<file path="config.mk">
export PLATFORM = sky130hd
export DESIGN_NAME = intr_signal_sel
export DESIGN_NICKNAME = d
export VERILOG_FILES = /design/src/rtl/isel_pkg.sv /design/src/rtl/isel_state_bank.sv /design/src/rtl/isel_pick.sv /design/src/rtl/isel_run_stack.sv /design/src/rtl/intr_signal_sel.sv
export SDC_FILE = /design/constraint.sdc
export NUM_CORES = 1
export LEC_CHECK = 0
export BUFFER_PORTS_ARGS = -buffer_cell sky130_fd_sc_hd__buf_2
export CAP_MARGIN = 30
export CORE_UTILIZATION = 45
export DETAILED_ROUTE_END_ITERATION = 8
export MAX_ROUTING_LAYER = met4
export SLEW_MARGIN = 5
export SYNTH_ARGS = -nofsm -noshare
export SYNTH_HDL_FRONTEND = slang
export SYNTH_SLANG_ARGS = --single-unit
</file>
<file path="constraint.sdc">
create_clock -name clk -period 57 [get_ports clk]
set_input_delay 8.55 -clock clk [delete_from_list [all_inputs] [get_ports clk]]
set_output_delay 8.55 -clock clk [all_outputs]
set_load 0.02 [all_outputs]
</file>
<file path="src/rtl/isel_pkg.sv">
package isel_pkg;
  typedef enum logic [1:0] {
    GRP_SEC0   = 2'd0,
    GRP_G1_CUR = 2'd1,
    GRP_G1_OTH = 2'd2,
    GRP_NONE   = 2'd3
  } grp_e;
endpackage

</file>
<file path="src/rtl/isel_state_bank.sv">
module isel_state_bank
  import isel_pkg::*;
#(
  parameter int NUM_INT = 16,
  parameter int PRIO_W  = 8,
  parameter int INT_W   = 4
) (
  input  logic              clk,
  input  logic              rst,
  input  logic              cfg_we,
  input  logic [INT_W-1:0]  cfg_id,
  input  logic              cfg_en,
  input  grp_e              cfg_grp,
  input  logic [PRIO_W-1:0] cfg_prio,
  input  logic              pend_set,
  input  logic [INT_W-1:0]  pend_id,
  input  logic              ack_do,
  input  logic [INT_W-1:0]  ack_id,
  input  logic              eoi_do,
  input  logic [INT_W-1:0]  eoi_id,
  output logic              pend_o [NUM_INT],
  output logic              act_o  [NUM_INT],
  output logic              en_o   [NUM_INT],
  output grp_e              grp_o  [NUM_INT],
  output logic [PRIO_W-1:0] prio_o [NUM_INT]
);
  for (genvar i = 0; i < NUM_INT; i++) begin : g_slot
    localparam logic [INT_W-1:0] MY_ID = INT_W'(i);

    // Flags: pend set wins over an acknowledge clear in the same cycle.
    always_ff @(posedge clk) begin
      if (rst) begin
        pend_o[i] <= 1'b0;
        act_o[i]  <= 1'b0;
      end else begin
        if (pend_set && pend_id == MY_ID)
          pend_o[i] <= 1'b1;
        else if (ack_do && ack_id == MY_ID)
          pend_o[i] <= 1'b0;
        if (ack_do && ack_id == MY_ID)
          act_o[i] <= 1'b1;
        else if (eoi_do && eoi_id == MY_ID)
          act_o[i] <= 1'b0;
      end
    end

    always_ff @(posedge clk) begin
      if (rst) begin
        en_o[i]   <= 1'b0;
        grp_o[i]  <= GRP_SEC0;
        prio_o[i] <= '1;
      end else if (cfg_we && cfg_id == MY_ID) begin
        en_o[i]   <= cfg_en;
        grp_o[i]  <= cfg_grp;
        prio_o[i] <= cfg_prio;
      end
    end
  end
endmodule

</file>
<file path="src/rtl/isel_pick.sv">
module isel_pick #(
  parameter int NUM_INT = 16,
  parameter int PRIO_W  = 8,
  parameter int INT_W   = 4
) (
  input  logic              cand   [NUM_INT],
  input  logic [PRIO_W-1:0] prio   [NUM_INT],
  output logic              found,
  output logic [INT_W-1:0]  best_idx,
  output logic [PRIO_W-1:0] best_prio
);
  // Ascending scan with strict compare keeps the lower ID on a tie.
  always_comb begin
    found     = 1'b0;
    best_idx  = '0;
    best_prio = '1;
    for (int i = 0; i < NUM_INT; i++) begin
      if (cand[i] && (!found || prio[i] < best_prio)) begin
        found     = 1'b1;
        best_idx  = INT_W'(i);
        best_prio = prio[i];
      end
    end
  end
endmodule

</file>
<file path="src/rtl/isel_run_stack.sv">
module isel_run_stack #(
  parameter int PRIO_W = 8,
  parameter int DEPTH  = 4,
  localparam int CNT_W = $clog2(DEPTH + 1),
  localparam int IDX_W = (DEPTH > 1) ? $clog2(DEPTH) : 1
) (
  input  logic              clk,
  input  logic              rst,
  input  logic              push,
  input  logic [PRIO_W-1:0] push_prio,
  input  logic              pop,
  output logic [PRIO_W-1:0] run_prio,
  output logic              full,
  output logic [CNT_W-1:0]  depth
);
  localparam logic [CNT_W-1:0] ONE  = CNT_W'(1);
  localparam logic [CNT_W-1:0] FULL = CNT_W'(DEPTH);

  logic [PRIO_W-1:0] stk [DEPTH];
  logic [IDX_W-1:0]  wr_idx;
  logic [IDX_W-1:0]  rd_idx;
  logic              do_push;

  assign full    = (depth == FULL);
  assign do_push = push && !pop && !full;
  assign wr_idx  = IDX_W'(depth);
  assign rd_idx  = IDX_W'(depth - ONE);

  // Storage without reset so it can map onto distributed or block RAM.
  always_ff @(posedge clk) begin
    if (do_push) stk[wr_idx] <= run_prio;
  end

  always_ff @(posedge clk) begin
    if (rst) begin
      run_prio <= '1;
      depth    <= '0;
    end else if (pop) begin
      if (depth != '0) begin
        run_prio <= stk[rd_idx];
        depth    <= depth - ONE;
      end else begin
        run_prio <= '1;
      end
    end else if (do_push) begin
      run_prio <= push_prio;
      depth    <= depth + ONE;
    end
  end
endmodule

</file>
<file path="src/rtl/intr_signal_sel.sv">
module intr_signal_sel
  import isel_pkg::*;
#(
  parameter int NUM_INT     = 16,
  parameter int PRIO_W      = 8,
  parameter int ID_W        = 10,
  parameter int STACK_DEPTH = 4,
  localparam int INT_W      = $clog2(NUM_INT),
  localparam int CNT_W      = $clog2(STACK_DEPTH + 1)
) (
  input  logic              clk,
  input  logic              rst,
  input  logic              cfg_we,
  input  logic [INT_W-1:0]  cfg_id,
  input  logic              cfg_en,
  input  logic [1:0]        cfg_grp,
  input  logic [PRIO_W-1:0] cfg_prio,
  input  logic              pend_set,
  input  logic [INT_W-1:0]  pend_id,
  input  logic [PRIO_W-1:0] pmr,
  input  logic [2:0]        grp_en,
  input  logic              ack,
  input  logic              eoi,
  input  logic [INT_W-1:0]  eoi_id,
  output logic [ID_W-1:0]   hp_id,
  output logic [PRIO_W-1:0] hp_prio,
  output logic              irq,
  output logic              fiq,
  output logic [PRIO_W-1:0] run_prio
);
  localparam logic [ID_W-1:0] SPURIOUS = ID_W'(1023);

  logic              pend [NUM_INT];
  logic              act  [NUM_INT];
  logic              en   [NUM_INT];
  grp_e              grp  [NUM_INT];
  logic [PRIO_W-1:0] prio [NUM_INT];
  logic              cand [NUM_INT];

  logic              found;
  logic [INT_W-1:0]  best_idx;
  logic [PRIO_W-1:0] best_prio;
  logic              hp_valid_q;
  logic [INT_W-1:0]  hp_idx_q;
  logic              stk_full;
  logic [CNT_W-1:0]  stk_depth;
  logic              ack_do;
  logic              eoi_do;
  grp_e              sel_grp;
  logic              grp_ok;
  logic              pass;

  isel_state_bank #(.NUM_INT(NUM_INT), .PRIO_W(PRIO_W), .INT_W(INT_W)) u_bank (
    .clk      (clk),
    .rst      (rst),
    .cfg_we   (cfg_we),
    .cfg_id   (cfg_id),
    .cfg_en   (cfg_en),
    .cfg_grp  (grp_e'(cfg_grp)),
    .cfg_prio (cfg_prio),
    .pend_set (pend_set),
    .pend_id  (pend_id),
    .ack_do   (ack_do),
    .ack_id   (hp_idx_q),
    .eoi_do   (eoi_do),
    .eoi_id   (eoi_id),
    .pend_o   (pend),
    .act_o    (act),
    .en_o     (en),
    .grp_o    (grp),
    .prio_o   (prio)
  );

  for (genvar i = 0; i < NUM_INT; i++) begin : g_cand
    assign cand[i] = pend[i] && en[i] && !act[i];
  end

  isel_pick #(.NUM_INT(NUM_INT), .PRIO_W(PRIO_W), .INT_W(INT_W)) u_pick (
    .cand      (cand),
    .prio      (prio),
    .found     (found),
    .best_idx  (best_idx),
    .best_prio (best_prio)
  );

  // An acknowledge only acts on what the core currently sees signalled.
  assign ack_do = ack && !eoi && (irq || fiq) && hp_valid_q &&
                  pend[hp_idx_q] && !act[hp_idx_q] && !stk_full;
  assign eoi_do = eoi && act[eoi_id];

  isel_run_stack #(.PRIO_W(PRIO_W), .DEPTH(STACK_DEPTH)) u_stack (
    .clk       (clk),
    .rst       (rst),
    .push      (ack_do),
    .push_prio (hp_prio),
    .pop       (eoi_do),
    .run_prio  (run_prio),
    .full      (stk_full),
    .depth     (stk_depth)
  );

  assign sel_grp = grp[best_idx];

  always_comb begin
    unique case (sel_grp)
      GRP_SEC0:   grp_ok = grp_en[0];
      GRP_G1_CUR: grp_ok = grp_en[1];
      GRP_G1_OTH: grp_ok = grp_en[2];
      default:    grp_ok = 1'b0;
    endcase
  end

  assign pass = found && grp_ok && (best_prio < pmr) && (best_prio < run_prio);

  always_ff @(posedge clk) begin
    if (rst) begin
      hp_valid_q <= 1'b0;
      hp_idx_q   <= '0;
      hp_id      <= SPURIOUS;
      hp_prio    <= '1;
      irq        <= 1'b0;
      fiq        <= 1'b0;
    end else begin
      hp_valid_q <= found;
      hp_idx_q   <= best_idx;
      hp_id      <= found ? ID_W'(best_idx) : SPURIOUS;
      hp_prio    <= found ? best_prio : '1;
      irq        <= pass && (sel_grp == GRP_G1_CUR);
      fiq        <= pass && (sel_grp == GRP_SEC0 || sel_grp == GRP_G1_OTH);
    end
  end
endmodule

</file>
# Yosys cells after proc, flatten, opt, wreduce, memory -nomap -nowiden
# Memories as Yosys holds them, arrays and structs flattened.
# Index checks and enable logic that the tools add are counted.
# Widths: inputs -> output; s select.
[totals] reg_bits=244 mem_bits_rw=32 out_inout_bits=28 mem_count=1
[mem_list] name="u_stack.stk" words=4 width=8 read_ports=1 rd_clocked_by_memory_dff=0 write_ports=1 line="isel_run_stack.sv:19" text="logic [PRIO_W-1:0] stk [DEPTH];"
[op_classes] addsub=2 magnitude_cmp=20 eq_ne=64 mux=133 bitwise_logic=4 n_reduce_logical=218
[ops] op="$mux 8" count=19
[ops] op="$lt 8x8->1" count=17
[ops] op="$eq 4x4->1 const B" count=32
[ops] op="$logic_and 1x1->1" count=125
[ops] op="$mux 1" count=89
[ops] op="$reduce_bool 2->1" count=33
[ops] op="$eq 4x3->1 const B" count=16
[ops] op="$logic_not 1->1" count=35
[ops] op="$eq 4x2->1 const B" count=8
[ops] op="$mux 4" count=8
[ops] op="$mux 3" count=7
[ops] op="$logic_or 1x1->1" count=17
[ops] op="$eq 4x1->1 const B" count=4
[ops] op="$logic_not 4->1" count=4
[ops] op="$ge 5x5->1 const B" count=3
[ops] op="$not 4->5" count=3
[ops] op="$bmux 1 s4" count=3
[ops] op="$mux 10" count=1
[ops] op="$bmux 2 s4" count=1
[ops] op="$mux 2" count=4
[ops] op="$add 3x1->3 const B" count=1
[ops] op="$eq 3x3->1 const B" count=1
[ops] op="$pmux 1 s3" count=1
[ops] op="$reduce_bool 3->1" count=1
[ops] op="other kinds (8)" count=8

# Depth between registers and ports, before layout
# Gate-level depths: netlist of run 1.
[logic_depth] word_depth=73 depth_mapped=189 depth_no_buf=175

# By module
# From an unflattened synthesis of run 1, not the netlist that was laid out.
[hier_totals] hier_cells=1912 area_unflattened_um2=17289.1
[modules_own_cells] mod="isel_state_bank" instances=1 cells_each=788 area_per_inst_um2=7966.4
[modules_own_cells] mod="isel_pick" instances=1 cells_each=830 area_per_inst_um2=5699.2
[modules_own_cells] mod="isel_run_stack" instances=1 cells_each=115 area_per_inst_um2=1869.3
[modules_own_cells] mod="intr_signal_sel" instances=1 cells_each=179 area_per_inst_um2=1754.2

# Least setup slack after synthesis of run 1
# Ideal clock, no wire load.
[synth_timing] path_type="register -> register" start="register u_bank.act_o[15] in the netlist's numbering" end="register fiq" t_arrival_ns=29.257 required_ns=56.912 path_slack_ns=27.654 path_stages_with_launch=176 path_buffers=14 period_less_slack_ns=29.346 cell_sequence="dfxtp_1 > nand3b_1 > nor2_1 > ha_1 > a211o_1 > o211ai_1 > o2111ai_1 > and2_1 > clkbuf_1 > clkbuf_1 > a21oi_1 > inv_1 > ha_1 > a211oi_1 > o211ai_1 > and3_1 > o31a_1 > a31o_1 > [140 not listed] > inv_1 > ha_1 > a21o_1 > a21o_1 > a21oi_1 > o21ai_0 > a21oi_1 > a21oi_1 > clkbuf_1 > a21oi_1 > ha_1 > and4_1 > o2111ai_1 > a21oi_1 > nor4b_1 > o2111a_1 > inv_1 > a311oi_2"
[synth_via] word_cells_on_any_way=124
[synth_rtl] element="start: declaration" line="isel_state_bank.sv:22" text="output logic act_o [NUM_INT],"
[synth_rtl] element="start signal: indexed assignment" line="isel_state_bank.sv:34" text="act_o[i] <= 1'b0;"
[synth_rtl] element="start signal: indexed assignment" line="isel_state_bank.sv:41" text="act_o[i] <= 1'b1;"
[synth_rtl] element="start signal: indexed assignment" line="isel_state_bank.sv:43" text="act_o[i] <= 1'b0;"
[synth_rtl] element="$logic_not 1->1 *" line="intr_signal_sel.sv:75" text="assign cand[i] = pend[i] && en[i] && !act[i];"
[synth_rtl] element="$logic_and 1x1->1 *" line="intr_signal_sel.sv:75"
[synth_rtl] element="$mux 8 / $mux 1 (equally long branches)" line="isel_pick.sv:18" text="if (cand[i] && (!found || prio[i] < best_prio)) begin"
[synth_rtl] element="$lt 8x8->1 / $logic_not 1->1 (equally long branches)" line="isel_pick.sv:18"
[synth_rtl] element="$logic_or 1x1->1" line="isel_pick.sv:18"
[synth_rtl] element="$logic_and 1x1->1" line="isel_pick.sv:18"
[synth_rtl] element="$mux 8 / $mux 1 (equally long branches)" line="isel_pick.sv:18"
[synth_rtl] element="$lt 8x8->1 / $logic_not 1->1 (equally long branches)" line="isel_pick.sv:18"
[synth_rtl] element="[52 not listed]"
[synth_rtl] element="$logic_or 1x1->1" line="isel_pick.sv:18"
[synth_rtl] element="$logic_and 1x1->1" line="isel_pick.sv:18"
[synth_rtl] element="$mux 8 *" line="isel_pick.sv:18"
[synth_rtl] element="net best_prio[4]" line="intr_signal_sel.sv:42" text="logic [PRIO_W-1:0] best_prio;"
[synth_rtl] element="$lt 8x8->1" line="intr_signal_sel.sv:113" text="assign pass = found && grp_ok && (best_prio < pmr) && (best_prio < run_prio);"
[synth_rtl] element="$logic_and 1x1->1" line="intr_signal_sel.sv:113"
[synth_rtl] element="$logic_and 1x1->1 *" line="intr_signal_sel.sv:113"
[synth_rtl] element="$logic_and 1x1->1 *" line="intr_signal_sel.sv:129" text="fiq <= pass && (sel_grp == GRP_SEC0 || sel_grp == GRP_G1_OTH);"
[synth_rtl] element="end signal: assignment" line="intr_signal_sel.sv:129"
[synth_rtl] element="end: declaration" line="intr_signal_sel.sv:28" text="output logic fiq,"
# Mark *: on every way through the listed nets, which the timed path passes. The rest lies on a longest branch. The select of a mux whose other input is x is not followed.
# A chain may end at the register's enable or synchronous reset.

# Worst setup path in the final report of run 1
# Same ends and word-level chain as after synthesis.

==> results of run 1 <==
[worst max-delay path: cells and delay by family (launching register included)]
kind	cells	cell delay (ns)
muxes	5	1.22
AOI/OAI and AO/OA	85	16.83
buffers and inverters	14	1.18
adders and majority gates	16	4.68
DFF	1	0.33
and+or+nand+nor	46	8.45
[logic make-up after synthesis]
| group | share of synthesized area |
|---|---|
| DFF | 0.347 |
| adders and majority gates | 0.0762 |
| and+or+nand+nor | 0.204 |
| buffers and inverters | 0.0572 |
| AOI/OAI and AO/OA | 0.194 |
| xor gates and xnor gates | 0.00528 |
| muxes | 0.116 |
[synthesized netlist by cell type (12+ instances only)]
cell,number
o211ai_1,31
a211o_1,25
nand3b_1,19
inv_1,132
a211oi_1,14
nor3_1,12
and3_1,15
nand2b_1,20
a21o_1,31
nor2b_1,39
mux2i_1,121
edfxtp_1,32
clkbuf_1,94
nand2_1,315
nor2_1,171
mux4_2,14
nand4_1,15
and2_1,18
ha_1,96
o21ai_0,94
a22oi_1,16
dfxtp_1,239
a21oi_1,137
nand3_1,53
mux2_2,21
[state kept, by name, summed over array words and instances, names as in the netlist, 5 cells and up]
name              cells
hp_prio               8
u_bank.en_o          16
u_bank.pend_o        16
u_bank.grp_o         32
u_stack.run_prio      8
u_bank.act_o         16
u_stack.stk          32
u_bank.prio_o       128
hp_id                 5
[layer usage]
metal	vias up	part of all wire	wire length (um)
li1	7053	-	-
met4	0	0.026	1240
met2	364	0.46	22000
met1	6850	0.46	22100
met5	-	0	0
met3	79	0.046	2190
[final cells by class]
type                       instances  area, um^2
clock buffer                      37         848
antenna                            2        5.00
clock inverter                    20         219
tap                              461         577
inverter                         134         503
multi-input combinational       1480        9890
timing repair buffer              86         482
sequential                       271        5750
fill                            3442       17600
[metrics by stage]
stage / power, uW / setup WS (ns) / utilization / hold slack [ns]
6_report: 427 / 24.12 / 0.509 / 0.455
5_1_grt: 440 / 21.10 / 0.509 / 0.473
4_1_cts: 430 / 23.96 / 0.508 / 0.457
3_5_place_dp: 223 / 24.04 / 0.478 / 0.448
3_3_place_gp: 222 / 24.95 / 0.478 / 0.444
2_1_floorplan: 215 / 27.65 / - / 0.434
[worst paths after layout]
kind	end	cells past startpoint	slack, ns
worst max-delay path	fiq$_SDFF_PP0_	166	24.12
worst min-delay path	u_bank.grp_o[30]$_SDFFE_PP0P_	2	0.45
worst max register to register	fiq$_SDFF_PP0_	166	24.12
worst min register to register	u_bank.grp_o[30]$_SDFFE_PP0P_	2	0.45
[power breakdown]
part	switching [uW]	internal [uW]	total, uW
clock	83.8	124	208
sequential	2.35	195	197
combinational	14.5	7.19	21.7
total	101	326	427
==> impl_metrics.toml, run 1 <==
[clock_network]
postCtsSetupRepairBufs = 0
cts_hold_buf = 0
clockRootBuffer = "clkbuf_16"
postCtsResizedCells = 0
numCtsBuffers = 31
clkLatencyLatePin_ns = 0.58
htreeDepth = 1
cts_tree = "built"
cts_sinks = 271
clk_pin_slew_worst_paths_ns = 0.06
clock_path_buffers = 3

[global_routing]
grt-ovfl-total = 0
top_usage_layer = "met2"
grt_pass1_wl_mm = 74.8
grt_use_met1 = 0.334
grtUsageTotal = 0.256
met3_usage = 0.0299
antenna_found_initial = 2
grt_max_degree = 73
met2_usage = 0.418
grt_pass1_vias = 13600

[place]
dp_cells = 2429
gp_congestion = 0.923
portBuffers = 67
place_hpwl_mm = 34.6
place_area_um2 = 17200

[power]
leakagePower_uw = 0.00791
ir_drop_uv = 23.9
cellPowerDensity_nw_per_um2 = 23.4

[drt]
drt_first_pass_iters = 5
wl_per_cell_um = 19.1
drt_iter0_markers = 1180
routed_wl_mm = 47.6
antenna_left = 0
vias = 14300
drc_errors = 0
avgViaCountPerCell = 5.76

[final_layout]
fin_nets = 2140
drive_gt1_frac = 0.115
layout.cells.most_common_list = "315 x nand2_1, 239 x dfxtp_1, 171 x nor2_1, 137 x a21oi_1, 131 x inv_1"
layout_commonest_cell = "nand2_1"
design_area_um2 = 18300
synthToLayoutAreaGrowth_pct = 10.2
fin_cells = 2491

[timing]
final.period_utilization = 0.577
clock_skew_ns = 0.0174
period_minus_slack_ns = 32.88
setup_viol = 0
slew_headroom = 0.333
maxSlewViolCount = 0
fin_setup_tns_ns = 0
final-hold-violation-count = 0
rsz0062_at_grt = "no"
worst_slew_pin_slew_ns = 1.00
fmax_mhz = 30.4

[worst_setup_path]
critPathSlowestCell = "a21oi_1"
required_ns = 57.48
end_kind = "flip-flop"
slowest_delay_ns = 0.80
start_kind = "flip-flop"
critPathLaunch = "u_bank.act_o[15]$_SDFFE_PP0P_"
worstSetupPathType = "reg -> reg"
cp_common_cell = "a21oi_1"
rr_startpoint = "u_bank.act_o[15]$_SDFFE_PP0P_"
cp_data_arrival_time_ns = 33.36
crit_fanout = 22

[die]
ios = 68
die_area_um2 = 37600
fp-row-count = 69
start_util = 0.461
die_h_um = 194
die_w_um = 194
core_area_um2 = 35900

[synthesis]
synth_edf_count = 32
syn_area_um2 = 16600
ys.flop_type = "dfxtp_1"
synth_top_area_frac = 0.289
synth_nets = 2128
ys_types = 107
async_reset_ff_frac = 0
synth-seq-area-share = 0.347
ys_top_cells_by_area = "dfxtp_1 29%, mux2i_1 7.3%, ha_1 7.2%, nand2_1 7.1%, edfxtp_1 5.8%"
ys_warn_count = 0
synth_top_area_cell = "dfxtp_1"
syn_area_per_cell_um2 = 8.32
syn_inst = 1992
synth-seq-cells = 271

[worst_hold_path]
hold_path.startpoint = "u_bank.grp_o[30]$_SDFFE_PP0P_"
holdCritPathClass = "reg -> reg"

[run]
cap_violations = 0

[status]
status = "finished clean"
Power figures use the tool's default switching activity.
==> run 2: changes to the inputs <==
==> constraint.sdc (replaced) <==
create_clock -name clk -period 34.2 [get_ports clk]
set_input_delay 5.13 -clock clk [delete_from_list [all_inputs] [get_ports clk]]
set_output_delay 5.13 -clock clk [all_outputs]
set_load 0.02 [all_outputs]
==> impl_metrics.toml, run 2 (synthesis gave the netlist of run 1 again) <==
[clock_network]
clock_path_buffers = 3
numCtsBuffers = 30
clk_pin_slew_worst_paths_ns = 0.06
cts_tree = "built"
htreeDepth = 1
clkLatencyLatePin_ns = 0.57
cts_sinks = 271
clockRootBuffer = "clkbuf_16"

[power]
switchingPower_uw = 163
seq_power_share = 0.480
clockPowerShare = 0.467
cellPowerDensity_nw_per_um2 = 37.5
internal-power_uw = 522
ir_drop_uv = 37.1
comb_power_share = 0.053
leakagePower_uw = 0.00788
swShare = 0.238

[worst_setup_path]
slowest_delay_ns = 0.51
critPathSlowestCell = "a311o_2"
cp_common_cell = "a21oi_1"
rr_worst_depth = 162
crit_fanout = 22
worstSetupPathType = "reg -> reg"
timing.rr.end = "fiq$_SDFF_PP0_"
rrSetupSlack_ns = 2.87
required_ns = 34.68
end_kind = "flip-flop"
cp_data_arrival_time_ns = 31.82
start_kind = "flip-flop"
rr_startpoint = "u_bank.act_o[15]$_SDFFE_PP0P_"

[die]
die_w_um = 194
fp-row-count = 69
die_area_um2 = 37600
start_util = 0.461
ios = 68
core_area_um2 = 35900
die_h_um = 194

[global_routing]
grt-ovfl-total = 0
antenna_found_initial = 3
grt_pass1_vias = 13500
grt_max_degree = 73
grt_pass1_wl_mm = 74.7
grtUsageTotal = 0.255

[place]
place_hpwl_mm = 34.6
gp_congestion = 0.926
portBuffers = 67

[timing]
maxSlewViolCount = 0
slew_headroom = 0.369
worst_slew_pin_slew_ns = 0.943
period_minus_slack_ns = 31.33
whs_ns = 0.457
rsz0062_at_grt = "no"
setup_viol = 0
fmax_mhz = 31.9
final-hold-violation-count = 0
fin_setup_tns_ns = 0
final.period_utilization = 0.916
clock_skew_ns = 0.00939

[worst_hold_path]
hold_path_depth = 2
hold_path.startpoint = "u_bank.grp_o[29]$_SDFFE_PP0P_"
holdCritPathClass = "reg -> reg"
min_to = "u_bank.grp_o[29]$_SDFFE_PP0P_"

[final_layout]
fin_nets = 2141
layout_commonest_cell = "nand2_1"
drive_gt1_frac = 0.114
largest_register_ffs = 128
top_register = "u_bank.prio_o"
synthToLayoutAreaGrowth_pct = 10.0
layout.cells.most_common_list = "314 x nand2_1, 239 x dfxtp_1, 169 x nor2_1, 136 x a21oi_1, 131 x inv_1"
largestRegisters = "u_bank.prio_o (128), u_bank.grp_o (32), u_stack.stk (32)"

[drt]
antenna_left = 0
routed_wl_mm = 47.3
vias = 14400
wl_per_cell_um = 19.0
drt_first_pass_iters = 5
avgViaCountPerCell = 5.78
drc_errors = 0
drt_iter0_markers = 1258

[status]
status = "finished clean"

[run]
cap_violations = 0
## run 2: changes by cell type in the layout (fill, tap and decap cells not counted), sizes merged
cell      change
inv           -2
clkinv        +2
diode         +1
buf           +2
bufinv        -2
clkinvlp      -2
clkbuf        +3
## run 2: power groups by stage
stage	Combinational [uW]	Clock, uW	Sequential (uW)
final	36.2	319	329
after global routing	39.6	339	329
after CTS	35.9	326	329
after detailed placement	35.7	0	336
after global placement	35.3	0	336
after floorplan	23.7	0	334
## run 2: repair_timing
action                     in CTS  in global routing
setup endpoints to repair       0                 10
hold buffers                    0                  0
hold endpoints to repair        0                  0
gates resized for setup         0                 12
setup buffers                   0                  1
## run 2: how the worst max path moves through the flow
| stage | start | end | slack, ns | cells past startpoint |
|---|---|---|---|---|
| after floorplan | u_bank.act_o[15]$_SDFFE_PP0P_ | fiq$_SDFF_PP0_ | 4.85 | 175 |
| after global placement | u_bank.act_o[15]$_SDFFE_PP0P_ | fiq$_SDFF_PP0_ | 2.16 | 161 |
| after detailed placement | u_bank.act_o[15]$_SDFFE_PP0P_ | fiq$_SDFF_PP0_ | 1.34 | 160 |
| after CTS | u_bank.act_o[15]$_SDFFE_PP0P_ | fiq$_SDFF_PP0_ | 1.25 | 159 |
| after global routing | u_bank.act_o[15]$_SDFFE_PP0P_ | fiq$_SDFF_PP0_ | 0.07 | 165 |
| final | u_bank.act_o[15]$_SDFFE_PP0P_ | fiq$_SDFF_PP0_ | 2.87 | 162 |
## run 2: worst max-delay path, delay by kind of cell (launching register included)
| kind | cells | cell delay [ns] |
|---|---|---|
| multiplexers | 6 | 1.58 |
| AND/OR/NAND/NOR | 40 | 6.45 |
| flip-flops | 1 | 0.34 |
| adder cells (fa/ha/maj) | 16 | 4.51 |
| AO/OA/AOI/OAI | 85 | 16.83 |
| buffers and inverters | 15 | 1.41 |
## run 2: per-layer routing
metal,vias up,share of wire,track usage
met5,-,0,-
met4,0,0.025,0.0655
met3,83,0.051,0.0296
met2,415,0.46,0.414
met1,6837,0.46,0.336
li1,7073,-,-
## run 2: stage by stage
step / cell area, um^2 / util / std cells / setup WS, ns / total power (uW)
after global placement: 17200 / 0.478 / 2428 / 2.16 / 371
after floorplan: 16600 / - / 1992 / 4.85 / 358
final: 18200 / 0.508 / 2493 / 2.87 / 684
after detailed placement: 17200 / 0.478 / 2429 / 1.34 / 371
after global routing: 18200 / 0.508 / 2493 / 0.0667 / 707
after CTS: 18100 / 0.505 / 2485 / 1.25 / 690
## run 2: area by class of cell
class	instances	area, um^2
diodes	3	7.51
well taps	461	577
clock buffers	40	830
flip-flops and latches	271	5750
multi-input cells	1480	9940
fillers	3469	17700
repair buffers	88	499
inverters	134	503
clock inverters	16	134
==> run 3: changes to the inputs <==
==> constraint.sdc (replaced) <==
create_clock -name clk -period 39.8 [get_ports clk]
set_input_delay 5.97 -clock clk [delete_from_list [all_inputs] [get_ports clk]]
set_output_delay 5.97 -clock clk [all_outputs]
set_load 0.02 [all_outputs]
==> impl_metrics.toml, run 3 (synthesis gave the netlist of run 1 again) <==
[status]
status = "finished clean"

[worst_setup_path]
cp_top_family = "compound AO/OA/AOI/OAI gates"
critPathBufInv = 15
worstSetupPathType = "reg -> reg"
slowest_delay_ns = 0.71
start_kind = "flip-flop"
cp_common_cell = "a21oi_1"
required_ns = 40.29
end_kind = "flip-flop"
critPathSlowestCell = "a311o_1"
crit_fanout = 22
cp_data_arrival_time_ns = 33.05

[drt]
vias = 14300
met2WireLength_mm = 22.0
avgViaCountPerCell = 5.73
drt_iter0_markers = 1012
met3_length_mm = 2.15
wl_met1_mm = 21.8
drc_errors = 0
highest_layer = "met4"
drt_first_pass_iters = 5
antenna_left = 0
routed_wl_mm = 47.0
wl_per_cell_um = 18.9

[power]
comb_power_share = 0.050
p_total_uw = 617
ir_drop_uv = 34.7
swShare = 0.229
switchingPower_uw = 141
clockPowerShare = 0.492
internal-power_uw = 476
cellPowerDensity_nw_per_um2 = 33.7
seq_power_share = 0.458
leakagePower_uw = 0.00791

[final_layout]
synthToLayoutAreaGrowth_pct = 10.4
fin_cells = 2494
largest_register_ffs = 128
multi_input_area_um2 = 9890
largestRegisters = "u_bank.prio_o (128), u_bank.grp_o (32), u_stack.stk (32)"
fin_util = 0.510
layout.cells.most_common_list = "315 x nand2_1, 239 x dfxtp_1, 171 x nor2_1, 137 x a21oi_1, 131 x inv_1"
drive_gt1_frac = 0.111
top_register = "u_bank.prio_o"
regArea_um2 = 5750
fill_cells = 3430
fin_nets = 2141
layout_commonest_cell = "nand2_1"

[global_routing]
grt_pass1_wl_mm = 74.4
grt-ovfl-total = 0
grtUsageTotal = 0.254
antenna_found_initial = 3
grt_pass1_vias = 13600
grt_max_degree = 73

[die]
ios = 68
start_util = 0.461
die_h_um = 194
fp-row-count = 69
die_area_um2 = 37600
die_w_um = 194
core_area_um2 = 35900

[clock_network]
htreeDepth = 1
clockRootBuffer = "clkbuf_16"
numCtsBuffers = 31
postCtsSetupRepairBufs = 0
cts_hold_buf = 0
cts_sinks = 271
postCtsResizedCells = 0
clk_pin_slew_worst_paths_ns = 0.06
cts_tree = "built"
clkLatencyLatePin_ns = 0.58
clock_path_buffers = 3

[timing]
fin_setup_tns_ns = 0
setup_viol = 0
final-hold-violation-count = 0
final.period_utilization = 0.818
period_minus_slack_ns = 32.56
rsz0062_at_grt = "no"
maxSlewViolCount = 0
whs_ns = 0.455
fmax_mhz = 30.7
worst_slew_pin_slew_ns = 0.948
slew_headroom = 0.366
clock_skew_ns = 0.0162

[run]
cap_violations = 0

[worst_hold_path]
holdCritPathClass = "reg -> reg"

[place]
dp_cells = 2430
place_hpwl_mm = 34.6
portBuffers = 67
gp_congestion = 0.928
## run 3: tightest hold or removal path, cell delays in order (launching register included)
cell and delay, ns:
dfxtp_1 0.31, nand2_1 0.05, a21oi_1 0.05
## run 3: final timing paths
kind,from,endpoint,slack (ns),cells after the start
hold / removal,u_bank.en_o[14]$_SDFFE_PP0P_,u_bank.en_o[14]$_SDFFE_PP0P_,0.45,2
setup / recovery,u_bank.act_o[15]$_SDFFE_PP0P_,fiq$_SDFF_PP0_,7.24,164
setup reg to reg,u_bank.act_o[15]$_SDFFE_PP0P_,fiq$_SDFF_PP0_,7.24,164
hold reg to reg,u_bank.en_o[14]$_SDFFE_PP0P_,u_bank.en_o[14]$_SDFFE_PP0P_,0.45,2
## run 3: metrics by stage
stage | area, um^2 | setup WS, ns
2_1_floorplan | 16600 | 10.45
3_3_place_gp | 17200 | 7.75
3_5_place_dp | 17200 | 6.93
4_1_cts | 18300 | 6.84
5_1_grt | 18300 | 4.10
6_report | 18300 | 7.24
## run 3: power groups by stage
| stage | sequential (uW) | combinational [uW] | clock, uW |
|---|---|---|---|
| floorplan | 287 | 20.4 | 0 |
| CTS | 282 | 30.9 | 310 |
| global placement | 288 | 30.3 | 0 |
| global route | 283 | 33.9 | 321 |
| finish | 283 | 30.8 | 303 |
| detailed placement | 288 | 30.7 | 0 |
## run 3: per-layer routing
layer | up-vias | track usage
li1 | 7061 | -
met1 | 6813 | 0.333
met2 | 346 | 0.411
met3 | 72 | 0.0289
met4 | 0 | 0.0738
met5 | - | -
## run 3: final cells by class
| class | count | area share |
|---|---|---|
| sequential | 271 | 0.314 |
| inverter | 134 | 0.0275 |
| timing repair buffer | 87 | 0.0271 |
| tap | 461 | 0.0315 |
| clock inverter | 17 | 0.0137 |
| antenna | 3 | 0.000410 |
| multi-input combinational | 1480 | 0.540 |
| clock buffer | 41 | 0.0455 |
